`config.mk`:
```
export PLATFORM = sky130hd
export DESIGN_NAME = cfg_entry_ctl
export DESIGN_NICKNAME = d
export VERILOG_FILES = /design/src/rtl/cfg_entry_pkg.sv /design/src/rtl/pin_qualifier.sv /design/src/rtl/low_pulse_meter.sv /design/src/rtl/mode_fsm.sv /design/src/rtl/cfg_entry_ctl.sv
export SDC_FILE = /design/constraint.sdc
export NUM_CORES = 1
export LEC_CHECK = 0
export ABC_AREA = 1
export CORE_MARGIN = 8
export CORE_UTILIZATION = 35
export CTS_BUF_LIST = sky130_fd_sc_hd__clkbuf_16
export DETAILED_ROUTE_END_ITERATION = 8
export DONT_BUFFER_PORTS = 1
export HOLD_SLACK_MARGIN = 0.03
export PLACE_DENSITY = 0.59
export SLEW_MARGIN = 20
export SYNTH_ARGS = -nofsm -noshare
export SYNTH_HDL_FRONTEND = slang
export SYNTH_HIERARCHICAL = 1
export SYNTH_SLANG_ARGS = --single-unit
```
`constraint.sdc`:
```
create_clock -name clk -period 2.6 [get_ports clk]
set_clock_uncertainty 0.15 [all_clocks]
set_input_delay 0.78 -clock clk [delete_from_list [all_inputs] [get_ports clk]]
set_output_delay 0.78 -clock clk [all_outputs]
set_load 0.01 [all_outputs]
```
`src/rtl/cfg_entry_pkg.sv`:
```
package cfg_entry_pkg;

    typedef enum logic [2:0] {
        M_RELOAD     = 3'd0,
        M_NORMAL     = 3'd1,
        M_MEASURE    = 3'd2,
        M_CONFIG     = 3'd3,
        M_WAIT_WRITE = 3'd4
    } mode_e;

    typedef struct packed {
        logic cfg_mode;
        logic reload_req;
        logic hold_low;
        logic bridge_block;
    } ctl_out_t;

    // Moore decode of the mode register into the four block outputs.
    function automatic ctl_out_t decode_mode(mode_e m);
        ctl_out_t o;
        o.cfg_mode     = (m == M_CONFIG);
        o.reload_req   = (m == M_RELOAD);
        o.hold_low     = (m == M_RELOAD) || (m == M_WAIT_WRITE);
        o.bridge_block = (m == M_RELOAD) || (m == M_WAIT_WRITE) || (m == M_CONFIG);
        return o;
    endfunction

endpackage

```
`src/rtl/pin_qualifier.sv`:
```
module pin_qualifier #(
    parameter int PHASES = 3
) (
    input  logic              enable_i,
    input  logic [PHASES-1:0] hs_pwm_i,
    input  logic [PHASES-1:0] ls_pwm_i,
    input  logic              errs_clear_i,
    input  logic              cfg_allow_i,
    output logic              qual_o
);
    logic [PHASES-1:0] phase_quiet;

    // A phase is quiet when its high-side input is 1 and its low-side input is 0.
    for (genvar p = 0; p < PHASES; p++) begin : g_phase
        assign phase_quiet[p] = hs_pwm_i[p] & ~ls_pwm_i[p];
    end

    assign qual_o = ~enable_i & errs_clear_i & cfg_allow_i & (&phase_quiet);
endmodule

```
`src/rtl/low_pulse_meter.sv`:
```
module low_pulse_meter #(
    parameter int MIN_LOW = 2048,
    parameter int MAX_LOW = 4096
) (
    input  logic clk,
    input  logic rst,
    input  logic load_first,
    input  logic advance,
    output logic win_ok_o
);
    localparam int CW  = $clog2(MAX_LOW + 2);
    localparam int SAT = MAX_LOW + 1;
    localparam logic [CW-1:0] SAT_V = CW'(SAT);
    localparam logic [CW-1:0] MIN_V = CW'(MIN_LOW);
    localparam logic [CW-1:0] MAX_V = CW'(MAX_LOW);

    logic [CW-1:0] cnt;

    always_ff @(posedge clk) begin
        if (rst) begin
            cnt <= '0;
        end else if (load_first) begin
            cnt <= CW'(1);
        end else if (advance && cnt != SAT_V) begin
            cnt <= cnt + CW'(1);
        end
    end

    assign win_ok_o = (cnt >= MIN_V) && (cnt <= MAX_V);
endmodule

```
`src/rtl/mode_fsm.sv`:
```
module mode_fsm
    import cfg_entry_pkg::*;
(
    input  logic     clk,
    input  logic     rst,
    input  logic     qual_i,
    input  logic     diag_line_i,
    input  logic     enable_i,
    input  logic     write_busy_i,
    input  logic     reload_done_i,
    input  logic     win_ok_i,
    output logic     load_first_o,
    output logic     advance_o,
    output ctl_out_t ctl_o
);
    mode_e mode_q, mode_d;

    always_ff @(posedge clk) begin
        if (rst) mode_q <= M_RELOAD;
        else     mode_q <= mode_d;
    end

    always_comb begin
        mode_d       = mode_q;
        load_first_o = 1'b0;
        advance_o    = 1'b0;
        unique case (mode_q)
            M_RELOAD: begin
                if (reload_done_i) mode_d = M_NORMAL;
            end
            M_NORMAL: begin
                if (qual_i && !diag_line_i) begin
                    mode_d       = M_MEASURE;
                    load_first_o = 1'b1;
                end
            end
            M_MEASURE: begin
                if (!qual_i)          mode_d = M_NORMAL;
                else if (diag_line_i) mode_d = win_ok_i ? M_CONFIG : M_NORMAL;
                else                  advance_o = 1'b1;
            end
            M_CONFIG: begin
                if (enable_i) mode_d = M_WAIT_WRITE;
            end
            M_WAIT_WRITE: begin
                if (!write_busy_i) mode_d = M_RELOAD;
            end
            default: mode_d = M_RELOAD;
        endcase
    end

    assign ctl_o = decode_mode(mode_q);
endmodule

```
`src/rtl/cfg_entry_ctl.sv`:
```
module cfg_entry_ctl
    import cfg_entry_pkg::*;
#(
    parameter int PHASES  = 3,
    parameter int MIN_LOW = 2048,
    parameter int MAX_LOW = 4096
) (
    input  logic              clk,
    input  logic              rst,
    input  logic              enable_i,
    input  logic [PHASES-1:0] hs_pwm_i,
    input  logic [PHASES-1:0] ls_pwm_i,
    input  logic              diag_line_i,
    input  logic              errs_clear_i,
    input  logic              cfg_allow_i,
    input  logic              write_busy_i,
    input  logic              reload_done_i,
    output logic              cfg_mode_o,
    output logic              reload_req_o,
    output logic              diag_hold_low_o,
    output logic              bridge_block_o
);
    logic     qual;
    logic     load_first;
    logic     advance;
    logic     win_ok;
    ctl_out_t ctl;

    pin_qualifier #(.PHASES(PHASES)) u_qual (
        .enable_i     (enable_i),
        .hs_pwm_i     (hs_pwm_i),
        .ls_pwm_i     (ls_pwm_i),
        .errs_clear_i (errs_clear_i),
        .cfg_allow_i  (cfg_allow_i),
        .qual_o       (qual)
    );

    low_pulse_meter #(.MIN_LOW(MIN_LOW), .MAX_LOW(MAX_LOW)) u_meter (
        .clk        (clk),
        .rst        (rst),
        .load_first (load_first),
        .advance    (advance),
        .win_ok_o   (win_ok)
    );

    mode_fsm u_fsm (
        .clk           (clk),
        .rst           (rst),
        .qual_i        (qual),
        .diag_line_i   (diag_line_i),
        .enable_i      (enable_i),
        .write_busy_i  (write_busy_i),
        .reload_done_i (reload_done_i),
        .win_ok_i      (win_ok),
        .load_first_o  (load_first),
        .advance_o     (advance),
        .ctl_o         (ctl)
    );

    assign cfg_mode_o      = ctl.cfg_mode;
    assign reload_req_o    = ctl.reload_req;
    assign diag_hold_low_o = ctl.hold_low;
    assign bridge_block_o  = ctl.bridge_block;
endmodule

```
# Word-level counts from Yosys, hierarchy flattened
# Cells that the tools add are included.
# classes
addsub,1
mul,0
div,0
magnitude_cmp,2
n_eq_ne,10
shift,0
mux,15
bitwise_logic,10
reduce_logical,11
# op_table
operator,count
3-bit two-way mux,6
3-bit one-hot mux with 5 select lines,1
"13-bit by 1-bit adder with 13-bit output, second input constant",1
"13-bit by 12-bit >= comparator with 1-bit output, second input constant",1
"13-bit less-or-equal comparator, second input constant",1
"13-bit != test, second input constant",1
1-bit two-way mux,7
1-bit AND,6
"3-bit by 2-bit equality test with 1-bit output, second input constant",2
"2-bit != test, second input constant",3
5-bit AND reduction,1
1-bit inverter,4
"3-bit by 1-bit equality test with 1-bit output, second input constant",1
"3-bit equality test, second input constant",1
1-bit logical AND,3
3-bit logical NOT,1
"3-bit != test, second input constant",1
3-bit AND reduction,1
1-bit logical OR,2
2-bit two-way mux,1
"2-bit by 1-bit != test with 1-bit output, second input constant",1
2-bit nonzero test,1
2-bit OR reduction,1
1-bit logical NOT,1
# totals
ff_bits,16
latchBits,0
ram_bits,0
rom_bits,0
memories,0

# Longest topological paths before layout
# logic_depth
depth_word,9
ltp_mapped,13
ltp_nobuf,13

# Cells and area by module
# Netlist, hierarchy kept.
# by_module_without_submodules
mod,n_inst,cells_per_inst,area_per_inst_um2,seq_area_each_um2
low_pulse_meter,1,138,887.1,260.2
mode_fsm,1,45,260.2,60.1
pin_qualifier,1,9,41.3,0.0

# Worst setup path before layout
# No wires, ideal clock.
# synth_path
kind,input port to flip-flop
startpoint,in hs_pwm_i[1]
endpoint,reg u_meter.cnt[1]
arrival_ps,1972
required_time_ps,2337
slack_ps,364
path_stages,12
n_path_buf,1
cell_sequence,inv_1 -> nor2_1 -> nand3_1 -> nor2_1 -> inv_1 -> nor2_1 -> nand3_1 -> inv_1 -> nand2_4 -> buf_12 -> o21ai_1 -> nor2_1
# synth_via
word_cells_on_any_way,10
# synth_rtl
item,line_no,source
start: declaration,cfg_entry_ctl.sv:11,"input logic [PHASES-1:0] hs_pwm_i,"
1-bit AND,pin_qualifier.sv:15,assign phase_quiet[p] = hs_pwm_i[p] & ~ls_pwm_i[p];
3-bit AND reduction,pin_qualifier.sv:18,assign qual_o = ~enable_i & errs_clear_i & cfg_allow_i & (&phase_quiet);
1-bit AND,pin_qualifier.sv:18,
named net qual,cfg_entry_ctl.sv:23,logic qual;
1-bit two-way mux,mode_fsm.sv:38,if (!qual_i) mode_d = M_NORMAL;
1-bit two-way mux,mode_fsm.sv:27,unique case (mode_q)
named net advance,cfg_entry_ctl.sv:25,logic advance;
1-bit logical AND,low_pulse_meter.sv:24,end else if (advance && cnt != SAT_V) begin
end signal: assignment,low_pulse_meter.sv:25,cnt <= cnt + CW'(1);
end: declaration,low_pulse_meter.sv:17,logic [CW-1:0] cnt;
# The timed path passes the listed nets, and every way through them passes these cells.
# A chain may end at the register's enable or synchronous reset.

# Final worst setup path
# layout_path
startpoint,in hs_pwm_i[1]
endpoint,reg u_meter.cnt[4]
# The elaborated chain is that of the path after synthesis.

==> impl_metrics.json <==
{
  "power_density_nw_per_um2": 667,
  "synth_seq_area_share": 0.269,
  "period_minus_slack_ns": 2.17,
  "leakage_nw": 0.575,
  "netlist.top_cell.by_area": "sky130_fd_sc_hd__dfxtp_1",
  "synth_most_common_cell": "sky130_fd_sc_hd__nand2_1",
  "clock-root-buffer": "sky130_fd_sc_hd__clkbuf_16",
  "vias": 1114,
  "grt_start_max_net_pins": 14,
  "grt_most_used_layer": "met2",
  "critPathSlowestCell": "sky130_fd_sc_hd__inv_1",
  "finalHoldViolations": 0,
  "n_diodes": 0,
  "viasPerCell": 4.62,
  "wl_per_cell_um": 10.9,
  "worstPathMaxFanout": 13,
  "synth_area_per_cell_sq_um": 6.19,
  "h-tree-depth": 1,
  "preCtsSetupSlack_ns": 0.183,
  "timing.critical_path.from_type": "input pin",
  "cts.sink_count": 16,
  "yosys-top-cells-count": "51 x sky130_fd_sc_hd__nand2_1, 34 x sky130_fd_sc_hd__nor2_1, 24 x sky130_fd_sc_hd__inv_1, 16 x sky130_fd_sc_hd__dfxtp_1, 13 x sky130_fd_sc_hd__nand3_1",
  "post-cts-setup-buffer-count": 0,
  "path_common_cell": "sky130_fd_sc_hd__inv_1",
  "placement.io_buffers": 0,
  "fin_setup_tns_ns": 0,
  "irDropWorstVdd_mv": 0.412,
  "slew_violations": 0,
  "final_antenna_net_count": 0,
  "status": "completed",
  "drt-total-wl_um": 2620,
  "post_synth_inst_count": 192,
  "globalplace.congestion": 0.853,
  "synth_flop_cell": "sky130_fd_sc_hd__dfxtp_1",
  "crit_path_cell_trace": "inv_1 > nor2_1 > nand3_1 > nor2_1 > inv_1 > nor2_1 > nand3_1 > inv_1 > nand2_4 > inv_1 > nand2_1 > a21oi_1",
  "postCtsHoldBufs": 0,
  "crit_path_leading_delay_family": "simple AND/OR/NAND/NOR gates",
  "crit_arrival_ns": 2.19,
  "area_added_between_synthesis_and_finish_pct": 9.47,
  "design.die.area_sq_um": 5520,
  "worstPathRequired_ns": 2.62,
  "drt_iter0_markers": 54,
  "grt_setup_unrepaired": "false",
  "core_outline_area_sq_um": 3310,
  "fin_worst_hold_slack_ns": 0.377,
  "largest_incremental_delay_on_the_critical_path_ns": 0.22,
  "grt.overflow.total": 0,
  "dp.final_hpwl_um": 2080,
  "ys_warn_count": 6,
  "aggregate_global_route_resource_usage": 0.107,
  "synth_top_cells_by_area": "sky130_fd_sc_hd__dfxtp_1 27%, sky130_fd_sc_hd__nand2_1 16%, sky130_fd_sc_hd__nor2_1 11%, sky130_fd_sc_hd__inv_1 7.6%, sky130_fd_sc_hd__nand3_1 5.5%",
  "vias_in_the_first_global_route": 1081,
  "std_cell_rows": 21,
  "initial_antenna_violation_count": 0,
  "min_period_over_period": 0.834,
  "tightest_slew_ns": 0.387,
  "mappedNetlistArea_sq_um": 1190,
  "groute.layer.met2.usage": 0.159,
  "clkSlewWorstSetupHoldPaths_ns": 0.05,
  "syn-num-nets": 209,
  "synth-seq-cells": 16,
  "clk-insertion-delay-late_ns": 0.25,
  "finalInstanceArea_sq_um": 1300,
  "die_y_um": 74.3,
  "nets": 213,
  "slew-limit-headroom": 0.741,
  "cts_max_path_buffers": 2,
  "fmax_mhz": 461,
  "worstHoldPathType": "register to register",
  "timing.max_cap.violations": 0,
  "asyncSetResetFlopFracSynth": 0,
  "wire_length_of_the_first_global_routing_pass_um": 4690,
  "netlist-cell-type-count": 24,
  "start_util": 0.359,
  "critPathCaptureType": "register",
  "buffers_plus_inverters_on_the_worst_setup_path": 4,
  "clock_tree_from_tritoncts": "yes",
  "utilization": 0.393,
  "use_met1": 0.144,
  "worst_slack_ns": 0.431,
  "drt_pre_antenna_iters": 4,
  "grt_util_met3": 0.0162,
  "drive_gt1_frac": 0.113,
  "cts_inserted_buffers": 3,
  "floorplan.die.width_um": 74.3,
  "post_synth_top_area_share": 0.269,
  "dpl-instance-area_sq_um": 1220,
  "detail_route.drc_violations": 0,
  "io_pins": 18,
  "setup.worst_path.class": "input pin to register",
  "timing.final.setup_violations": 0,
  "cts.repair.resized": 0,
  "synth_enable_flop_cells": 0
}
==> final timing paths <==
| path | from | to | slack, ns | depth (start not counted) |
|---|---|---|---|---|
| min reg2reg | u_meter/cnt[11] | u_meter/cnt[11] | 0.38 | 2 |
| min | u_meter/cnt[11] | u_meter/cnt[11] | 0.38 | 2 |
| max | hs_pwm_i[1] | u_meter/cnt[4] | 0.43 | 12 |
| max reg2reg | u_meter/cnt[1] | u_meter/cnt[8] | 0.82 | 7 |
==> metrics by stage <==
| stage | total power, W | instances |
|---|---|---|
| after floorplan | 0.000534 | 192 |
| after global placement | 0.000579 | 237 |
| after detailed placement | 0.000578 | 237 |
| after CTS | 0.000881 | 241 |
| after global routing | 0.000935 | 241 |
| final | 0.000868 | 241 |
==> cells in the final DEF, fill, tap and decap left out, types with 2 or more instances in the layout <==
cell and n:
sky130_fd_sc_hd__nand2_1 51, sky130_fd_sc_hd__nor2_1 34, sky130_fd_sc_hd__inv_1 24, sky130_fd_sc_hd__dfxtp_1 16
sky130_fd_sc_hd__nand3_1 13, sky130_fd_sc_hd__a21oi_1 10, sky130_fd_sc_hd__nand4_1 8, sky130_fd_sc_hd__nor2_2 5
sky130_fd_sc_hd__nand2_2 5, sky130_fd_sc_hd__xor2_1 4, sky130_fd_sc_hd__clkbuf_16 3, sky130_fd_sc_hd__clkinv_1 3
sky130_fd_sc_hd__ha_1 3, sky130_fd_sc_hd__nor2_4 2, sky130_fd_sc_hd__inv_2 2, sky130_fd_sc_hd__xnor2_1 2
sky130_fd_sc_hd__nand2_4 2, sky130_fd_sc_hd__nand3b_1 2
==> report_power, final <==
part / internal [W] / switching, W / total, W
registers: 0.000270 / 0.0000430 / 0.000313
logic: 0.0000878 / 0.000169 / 0.000257
clock network: 0.000204 / 0.0000941 / 0.000298
total: 0.000562 / 0.000306 / 0.000868
==> worst reg2reg max path, stage by stage (launching register included) <==
cell                      delay (ns)
sky130_fd_sc_hd__dfxtp_1        0.41
sky130_fd_sc_hd__ha_1           0.30
sky130_fd_sc_hd__nand2_1        0.08
sky130_fd_sc_hd__nor2_1         0.32
sky130_fd_sc_hd__nand2_1        0.12
sky130_fd_sc_hd__xnor2_1        0.15
sky130_fd_sc_hd__nand2_1        0.06
sky130_fd_sc_hd__a21oi_1        0.12
==> cell type report <==
cell class,count,area (sq um)
inverter,28,105
fill,382,2010
multi-input combinational,146,732
tap,46,57.6
sequential,16,320
timing repair buffer,1,7.51
clock buffer,3,75.1
clock inverter,1,3.75
==> flip-flops by register name, indices dropped and copies added, names as in the netlist <==
register      count
u_meter/cnt      13
u_fsm/mode_q      3
==> layer usage <==
metal / vias up / wire length (um) / share of wire
met5: - / 0 / 0
met4: 0 / 36 / 0.014
met3: 2 / 146 / 0.056
met2: 37 / 1120 / 0.43
met1: 469 / 1320 / 0.50
li1: 606 / - / -
==> logic make-up after synthesis <==
family | synth area share
XOR/XNOR | 0.0442
buffers and inverters | 0.115
AND/OR/NAND/NOR | 0.481
flip-flops | 0.269
AO/OA/AOI/OAI | 0.0589
adder cells (fa/ha/maj) | 0.0316
No activity file was read; power rests on OpenSTA's default activity.
